File: src/rtl/mo_pkg.sv
package mo_pkg;
    typedef enum logic [1:0] {
        SLOT_FREE  = 2'd0,
        SLOT_HELD  = 2'd1,
        SLOT_FENCE = 2'd2
    } slot_state_e;
endpackage

File: src/rtl/mo_bank.sv
module mo_bank
    import mo_pkg::*;
#(
    parameter int TAG_W = 6,
    parameter int SLOTS = 4,
    parameter int LIMIT = 0
) (
    input  logic             clk,
    input  logic             rst_n,
    input  logic             put,
    input  logic [TAG_W-1:0] put_tag,
    input  logic             put_fence,
    input  logic             drop,
    input  logic [TAG_W-1:0] drop_tag,
    input  logic [TAG_W-1:0] ask_tag,
    output logic             room,
    output logic             full,
    output logic             ask_hit,
    output logic             ask_older,
    output logic             ask_older_fence
);
    localparam int CNT_W = $clog2(SLOTS + 1);
    localparam int CAP   = (LIMIT == 0) ? SLOTS : LIMIT;
    localparam logic [CNT_W-1:0] CAP_V = CNT_W'(CAP);

    slot_state_e      state_q [SLOTS];
    slot_state_e      state_d [SLOTS];
    logic [TAG_W-1:0] tag_q   [SLOTS];
    logic [SLOTS-1:0] pick;
    logic [CNT_W-1:0] count;

    // choose the lowest free slot
    always_comb begin
        logic found;
        found = 1'b0;
        for (int i = 0; i < SLOTS; i++) begin
            pick[i] = 1'b0;
            if (!found && state_q[i] == SLOT_FREE) begin
                pick[i] = 1'b1;
                found   = 1'b1;
            end
        end
    end

    // next state per slot
    always_comb begin
        for (int i = 0; i < SLOTS; i++) begin
            state_d[i] = state_q[i];
            unique case (state_q[i])
                SLOT_FREE: begin
                    if (put && pick[i])
                        state_d[i] = put_fence ? SLOT_FENCE : SLOT_HELD;
                end
                SLOT_HELD, SLOT_FENCE: begin
                    if (drop && tag_q[i] == drop_tag)
                        state_d[i] = SLOT_FREE;
                end
                default: state_d[i] = SLOT_FREE;
            endcase
        end
    end

    // state register
    always_ff @(posedge clk) begin
        for (int i = 0; i < SLOTS; i++) begin
            if (!rst_n) begin
                state_q[i] <= SLOT_FREE;
                tag_q[i]   <= '0;
            end else begin
                state_q[i] <= state_d[i];
                if (put && pick[i] && state_q[i] == SLOT_FREE)
                    tag_q[i] <= put_tag;
            end
        end
    end

    // outputs
    always_comb begin
        count           = '0;
        ask_hit         = 1'b0;
        ask_older       = 1'b0;
        ask_older_fence = 1'b0;
        for (int i = 0; i < SLOTS; i++) begin
            if (state_q[i] != SLOT_FREE) begin
                count = count + CNT_W'(1);
                if (tag_q[i] == ask_tag)
                    ask_hit = 1'b1;
                if (tag_q[i] < ask_tag) begin
                    ask_older = 1'b1;
                    if (state_q[i] == SLOT_FENCE)
                        ask_older_fence = 1'b1;
                end
            end
        end
        room = (count < CAP_V);
        full = (LIMIT != 0) && (count == CAP_V);
    end
endmodule

File: src/rtl/mem_order_queue.sv
module mem_order_queue #(
    parameter int TAG_W    = 6,
    parameter int LQ_SLOTS = 4,
    parameter int SQ_SLOTS = 4,
    parameter int LQ_LIMIT = 3,
    parameter int SQ_LIMIT = 0
) (
    input  logic             clk,
    input  logic             rst_n,
    input  logic             alloc_valid,
    input  logic [TAG_W-1:0] alloc_tag,
    input  logic             alloc_may_load,
    input  logic             alloc_may_store,
    input  logic             alloc_side_effect,
    output logic             alloc_accepted,
    input  logic [TAG_W-1:0] query_tag,
    output logic             query_ready,
    input  logic             done_valid,
    input  logic [TAG_W-1:0] done_tag,
    output logic             lq_full,
    output logic             sq_full
);
    logic lq_room, sq_room;
    logic lq_hit, lq_older, lq_older_fence;
    logic sq_hit, sq_older, sq_older_fence;

    assign alloc_accepted = alloc_valid
                          && (alloc_may_load || alloc_may_store)
                          && (!alloc_may_load  || lq_room)
                          && (!alloc_may_store || sq_room);

    mo_bank #(.TAG_W(TAG_W), .SLOTS(LQ_SLOTS), .LIMIT(LQ_LIMIT)) u_lq (
        .clk(clk), .rst_n(rst_n),
        .put(alloc_accepted && alloc_may_load), .put_tag(alloc_tag),
        .put_fence(alloc_side_effect),
        .drop(done_valid), .drop_tag(done_tag),
        .ask_tag(query_tag),
        .room(lq_room), .full(lq_full),
        .ask_hit(lq_hit), .ask_older(lq_older), .ask_older_fence(lq_older_fence)
    );

    mo_bank #(.TAG_W(TAG_W), .SLOTS(SQ_SLOTS), .LIMIT(SQ_LIMIT)) u_sq (
        .clk(clk), .rst_n(rst_n),
        .put(alloc_accepted && alloc_may_store), .put_tag(alloc_tag),
        .put_fence(alloc_side_effect),
        .drop(done_valid), .drop_tag(done_tag),
        .ask_tag(query_tag),
        .room(sq_room), .full(sq_full),
        .ask_hit(sq_hit), .ask_older(sq_older), .ask_older_fence(sq_older_fence)
    );

    // readiness: store rules take precedence for entries in both banks
    always_comb begin
        if (sq_hit)
            query_ready = !sq_older && !lq_older && !sq_older_fence;
        else if (lq_hit)
            query_ready = !sq_older && !lq_older_fence;
        else
            query_ready = 1'b0;
    end
endmodule

File: config.mk
export PLATFORM = sky130hd
export DESIGN_NAME = mem_order_queue
export DESIGN_NICKNAME = d
export VERILOG_FILES = /design/src/rtl/mo_pkg.sv /design/src/rtl/mo_bank.sv /design/src/rtl/mem_order_queue.sv
export SDC_FILE = /design/constraint.sdc
export NUM_CORES = 1
export LEC_CHECK = 0
export ABC_AREA = 1
export CAP_MARGIN = 30
export CORE_UTILIZATION = 55
export DETAILED_ROUTE_END_ITERATION = 10
export PLACE_DENSITY = 0.84
export SYNTH_ARGS = -nofsm -noshare
export SYNTH_HDL_FRONTEND = slang
export SYNTH_SLANG_ARGS = --single-unit
export TNS_END_PERCENT = 100
File: constraint.sdc
create_clock -name clk -period 5.5 [get_ports clk]
set_clock_uncertainty 0.1 [all_clocks]
set_input_delay 1.375 -clock clk [delete_from_list [all_inputs] [get_ports clk]]
set_output_delay 1.375 -clock clk [all_outputs]
set_load 0.01 [all_outputs]
# After elaboration in Yosys (flattened, before gate mapping)
# Memory sizes are Yosys's and may differ from the RTL's.
# Cells that the tools add are included.
word_totals:
  memories: 4
  output_inout_bits: 4
  ram_bits: 64
  regBits: 0
  elab_cells: 291
classes:
  reduce_logical: 77
  eq_ne: 33
  magnitude_cmp: 10
  muxes: 145
  n_addsub: 6
  bitwise: 16
memory_table:
  columns: ["memory", "words", "width", "read_ports", "rd_ports_with_merged_regs", "wr", "line", "rtl"]
  rows:
  - ["u_lq.tag_q", 4, 6, 4, 0, 4, "mo_bank.sv:28", "logic [TAG_W-1:0] tag_q [SLOTS];"]
  - ["u_sq.tag_q", 4, 6, 4, 0, 4, "mo_bank.sv:28", null]
  - ["u_lq.state_q", 4, 2, 4, 0, 4, "mo_bank.sv:26", "slot_state_e state_q [SLOTS];"]
  - ["u_sq.state_q", 4, 2, 4, 0, 4, "mo_bank.sv:26", null]
op_table:
  columns: ["op", "n"]
  rows:
  - ["$mux 1", 98]
  - ["$eq 6x6->1", 16]
  - ["$mux 2", 25]
  - ["$lt 6x6->1", 8]
  - ["$mux 6", 8]
  - ["$logic_and 1x1->1", 38]
  - ["$pmux 2 s2", 8]
  - ["$mux 3", 6]
  - ["$eq 2x1->1 const B", 8]
  - ["$eq 2x2->1 const B", 8]
  - ["$logic_not 2->1", 8]
  - ["$or 1x1->1", 16]
  - ["$reduce_bool 2->1", 8]
  - ["$reduce_or 2->1", 8]
  - ["$add 3x1->3 const B", 4]
  - ["$logic_not 1->1", 12]
  - ["$add 1x1->2 const B", 2]
  - ["$eq 3x2->1 const B", 1]
  - ["$logic_or 1x1->1", 3]
  - ["$lt 3x2->1 const B", 1]
  - ["$lt 3x3->1 const B", 1]

# Logic depth before layout (Yosys ltp)
# An unclocked memory read counts as a cell.
logic_depth:
  word_depth: 20
  mapped_depth: 21
  ltp_nobuf: 21

# Cells and area by module
# A second synthesis with hierarchy kept.
hier_totals:
  hier_cells: 732
  hier_area_um2: 5191.2
by_module_without_submodules:
  columns: ["mod", "cells_each", "n_inst", "area_each_um2"]
  rows:
  - ["mo_bank (u_lq)", 363, 1, 2580.0]
  - ["mo_bank (u_sq)", 352, 1, 2541.2]
  - ["mem_order_queue", 17, 1, 70.1]

# Worst setup path before layout
# No wires, ideal clock.
synth_path:
  path_kind: "in2out"
  start: "input port query_tag[5]"
  end: "output port query_ready"
  slack_ns: 1.411
  path_stages: 10
  arrival_time_ns: 2.614
  n_path_buf: 0
  path_cell_list: "inv_1 ha_1 nand2_1 nor2_1 o21ai_0 nand3_1 nand3_1 o21ai_0 nand3_1 nor2_1"
synth_between:
  elab_chain_cells: 16
  word_cells_on_any_way: 79
  cone_classes: "order compare (8); eq/ne (8); mux (56); reduce/logical (7)"
synth_rtl:
  columns: ["element", "line", "rtl"]
  rows:
  - ["start, declared", "mem_order_queue.sv:16", "input logic [TAG_W-1:0] query_tag,"]
  - ["$lt 6x6->1", "mo_bank.sv:88", "if (tag_q[i] < ask_tag) begin"]
  - ["$mux 1", "mo_bank.sv:88", null]
  - ["$mux 1", "mo_bank.sv:84", "if (state_q[i] != SLOT_FREE) begin"]
  - ["$mux 1", "mo_bank.sv:90", "if (state_q[i] == SLOT_FENCE)"]
  - ["$mux 1", "mo_bank.sv:88", null]
  - ["$mux 1", "mo_bank.sv:84", null]
  - ["$mux 1", "mo_bank.sv:90", null]
  - ["$mux 1", "mo_bank.sv:88", null]
  - ["$mux 1", "mo_bank.sv:84", null]
  - ["$mux 1", "mo_bank.sv:90", null]
  - ["$mux 1", "mo_bank.sv:88", null]
  - ["$mux 1", "mo_bank.sv:84", null]
  - ["$logic_not 1->1", "mem_order_queue.sv:57", "query_ready = !sq_older && !lq_older_fence;"]
  - ["$logic_and 1x1->1", "mem_order_queue.sv:57", null]
  - ["$mux 1", "mem_order_queue.sv:56", "else if (lq_hit)"]
  - ["$mux 1 (*)", "mem_order_queue.sv:54", "if (sq_hit)"]
  - ["end, declared", "mem_order_queue.sv:17", "output logic query_ready,"]
# Mark *: on every way between the ends. The rest lies on a longest branch, timed or not.

# Final worst setup path
layout_path:
  start: "input port query_tag[3]"
  end: "output port query_ready"
# The elaborated chain is that of the path after synthesis.

==> flow_summary.json <==
{
  "cts-root-buf": "clkbuf_8",
  "vias_per_cell": 5.80,
  "wl_mm": 12.7,
  "power_switching_w": 0.000553,
  "drive_above_1_share": 0.0486,
  "grt_pass1_vias": 4058,
  "synthToLayoutAreaGrowth_pct": 11.9,
  "p_comb_frac": 0.328,
  "max_freq_mhz": 201,
  "vdd_ir_drop_max_v": 0.000249,
  "first_iter_violations": 251,
  "first_pass_iters": 5,
  "critPathLaunchType": "input pin",
  "hold_class": "flop to flop",
  "dp_hpwl_mm": 10.2,
  "worstPathRequired_ns": 4.03,
  "power_density_nw_per_um2": 286,
  "finalSetupViolations": 0,
  "port_buffers": 27,
  "max_slew_margin": 0.280,
  "ys_types": 40,
  "overflow": 0,
  "nets": 727,
  "cp_top_family": "buffers and inverters",
  "synth.avg_cell_area_sq_um": 8.06,
  "status": "finished clean",
  "mostFrequentLayoutCell": "nand2_1",
  "start_util": 0.582,
  "seq_area_frac_synth": 0.361,
  "die_area_sq_um": 9250,
  "cts.path.max_buffers": 2,
  "synth_area_sq_um": 4880,
  "setup_ws_ns": 0.514,
  "clock-sinks": 64,
  "pwr-share-seq": 0.382,
  "drc_errors": 0,
  "diodes": 0,
  "synth_edf_count": 48,
  "hold_viol": 0,
  "critPathMaxStageDelay_ns": 0.51,
  "ant_nets": 0,
  "grt.total_usage": 0.298,
  "end_kind": "output port",
  "period_needed_ns": 4.99,
  "via_count": 4313,
  "grt_max_degree": 20,
  "antenna_found_initial": 0,
  "setup-tns-final_ns": 0,
  "ys_ff_latch": 64,
  "drv_cap": 0,
  "clkSlewWorstSetupHoldPaths_ns": 0.08,
  "grt_pass1_wl_mm": 20.1,
  "cts_hold_buffers": 0,
  "finalCritPeriodShare": 0.907,
  "cts_tree": "done",
  "place_inst": 726,
  "die_w_microns": 96.2,
  "rows": 33,
  "rsz0062_at_grt": "false",
  "crit_path_frequent_cell": "nor2_1",
  "synth_ff_type": "edfxtp_1",
  "p_leak_nw": 2.46,
  "clk_latency_ns": 0.35,
  "crit_fanout": 5,
  "syn_nets": 699,
  "ys_warn_count": 0,
  "cpMaxStageDelayCell": "clkdlybuf4s50_1",
  "tightestPinTransition_ns": 1.07,
  "cts-buffers-inserted": 9,
  "gp_congestion": 0.953,
  "crit_arrival_ns": 3.51,
  "ioPinCount": 29,
  "power.internal_w": 0.00101,
  "worstSetupPathType": "input pin to output port",
  "slew_viol_final": 0,
  "crit_chain": "clkdlybuf4s50_1 -> clkinvlp_4 -> buf_4 -> ha_1 -> nand2_1 -> nor2_1 -> o21ai_0 -> o2111ai_1 -> and3_1 -> nand3_1 -> nor2_1 -> dlymetal6s2s_1",
  "synthArstFlopShare": 0,
  "crit_buf_inv": 4,
  "coreArea_sq_um": 8380,
  "fin_cells": 743,
  "preCtsSetupSlack_ns": 0.170,
  "die_h_microns": 96.2,
  "netlist_instances": 605,
  "power_frac_clock": 0.291,
  "h-tree-depth": 3,
  "wl_per_cell_microns": 17.1,
  "final_cell_mix": "nand2_1 (112), inv_1 (82), nor2_1 (80), ha_1 (69), edfxtp_1 (48)",
  "swShare": 0.354
}
==> sequential cells by signal, indices dropped and copies added (netlist names) <==
register,cells
u_lq.state_q,8
u_lq.tag_q,24
u_sq.state_q,8
u_sq.tag_q,24
==> layer usage <==
| layer | vias up | share of wire | GRT usage |
|---|---|---|---|
| met3 | 23 | 0.075 | 0.0648 |
| met2 | 169 | 0.45 | 0.479 |
| met5 | - | 0 | 0 |
| met1 | 2026 | 0.45 | 0.396 |
| li1 | 2095 | - | - |
| met4 | 0 | 0.019 | 0.102 |
==> cell type report <==
class | instances | area (sq um)
Clock buffer | 10 | 128
Clock inverter | 6 | 93.8
Fill cell | 690 | 2920
Inverter | 87 | 330
Multi-Input combinational cell | 442 | 2730
Sequential cell | 64 | 1760
Tap cell | 105 | 131
Timing Repair Buffer | 29 | 288
==> worst reg2reg max path, delay by kind of cell, from the launching register on <==
family / cells / cell delay (ns)
compound gates: 1 / 0.76
fa+ha+maj: 3 / 0.75
simple gates: 6 / 0.71
buf+inv: 5 / 0.41
flops: 1 / 0.37
xor+xnor: 1 / 0.22
==> per-stage QoR <==
step	area, sq um	hold slack, ns	total power [W]	util
floorplan	4880	0.339	0.000962	-
detailed placement	5220	0.355	0.00111	0.623
global route	5460	0.390	0.00166	0.651
global placement	5220	0.346	0.00108	0.623
CTS	5450	0.365	0.00156	0.650
finish	5460	0.364	0.00156	0.651
==> cell usage after synthesis (3+ instances only) <==
master / count / share of area
a211oi_1: 3 / 0.0046
a21oi_1: 33 / 0.034
buf_2: 6 / 0.0062
clkbuf_1: 4 / 0.0031
dfxtp_1: 16 / 0.066
edfxtp_1: 48 / 0.30
ha_1: 69 / 0.18
inv_1: 83 / 0.064
nand2_1: 112 / 0.086
nand3_1: 26 / 0.027
nand4_1: 22 / 0.028
nor2_1: 80 / 0.062
nor2_2: 3 / 0.0038
nor3_1: 10 / 0.010
o2111ai_1: 7 / 0.013
o21ai_0: 28 / 0.029
o21bai_1: 3 / 0.0046
o22ai_1: 5 / 0.0064
xnor2_1: 17 / 0.031
xor2_1: 6 / 0.011
==> cell families (layout without fill, tap and decap cells) <==
| family | count (synthesis) | in the layout | share of synthesized area |
|---|---|---|---|
| other cells | 1 | 1 | 0.000769 |
| compound gates | 84 | 84 | 0.0980 |
| simple gates | 265 | 265 | 0.242 |
| fa+ha+maj | 69 | 69 | 0.177 |
| flops | 64 | 64 | 0.361 |
| buf+inv | 99 | 132 | 0.0800 |
| xor+xnor | 23 | 23 | 0.0413 |
==> power groups by stage <==
stage / clock, W / combinational, W / sequential [W]
finish: 0.000454 / 0.000512 / 0.000597
global route: 0.000475 / 0.000585 / 0.000600
CTS: 0.000458 / 0.000506 / 0.000595
detailed placement: 0 / 0.000503 / 0.000606
global placement: 0 / 0.000479 / 0.000603
floorplan: 0 / 0.000369 / 0.000593
==> timing repair <==
action,CTS,global route
gates resized for setup,0,2
setup endpoints to repair,0,1
setup buffers,0,1
==> final timing paths <==
path / depth (start not counted) / endpoint / slack [ns] / startpoint
hold / removal: 2 / u_sq.state_q[0][0] / 0.36 / u_sq.state_q[0][0]
hold reg to reg: 2 / u_sq.state_q[0][0] / 0.36 / u_sq.state_q[0][0]
setup reg to reg: 16 / u_sq.tag_q[1][2] / 1.82 / u_lq.state_q[0][3]
setup / recovery: 12 / query_ready / 0.51 / query_tag[3]
No activity file was read; power rests on OpenSTA's default activity.
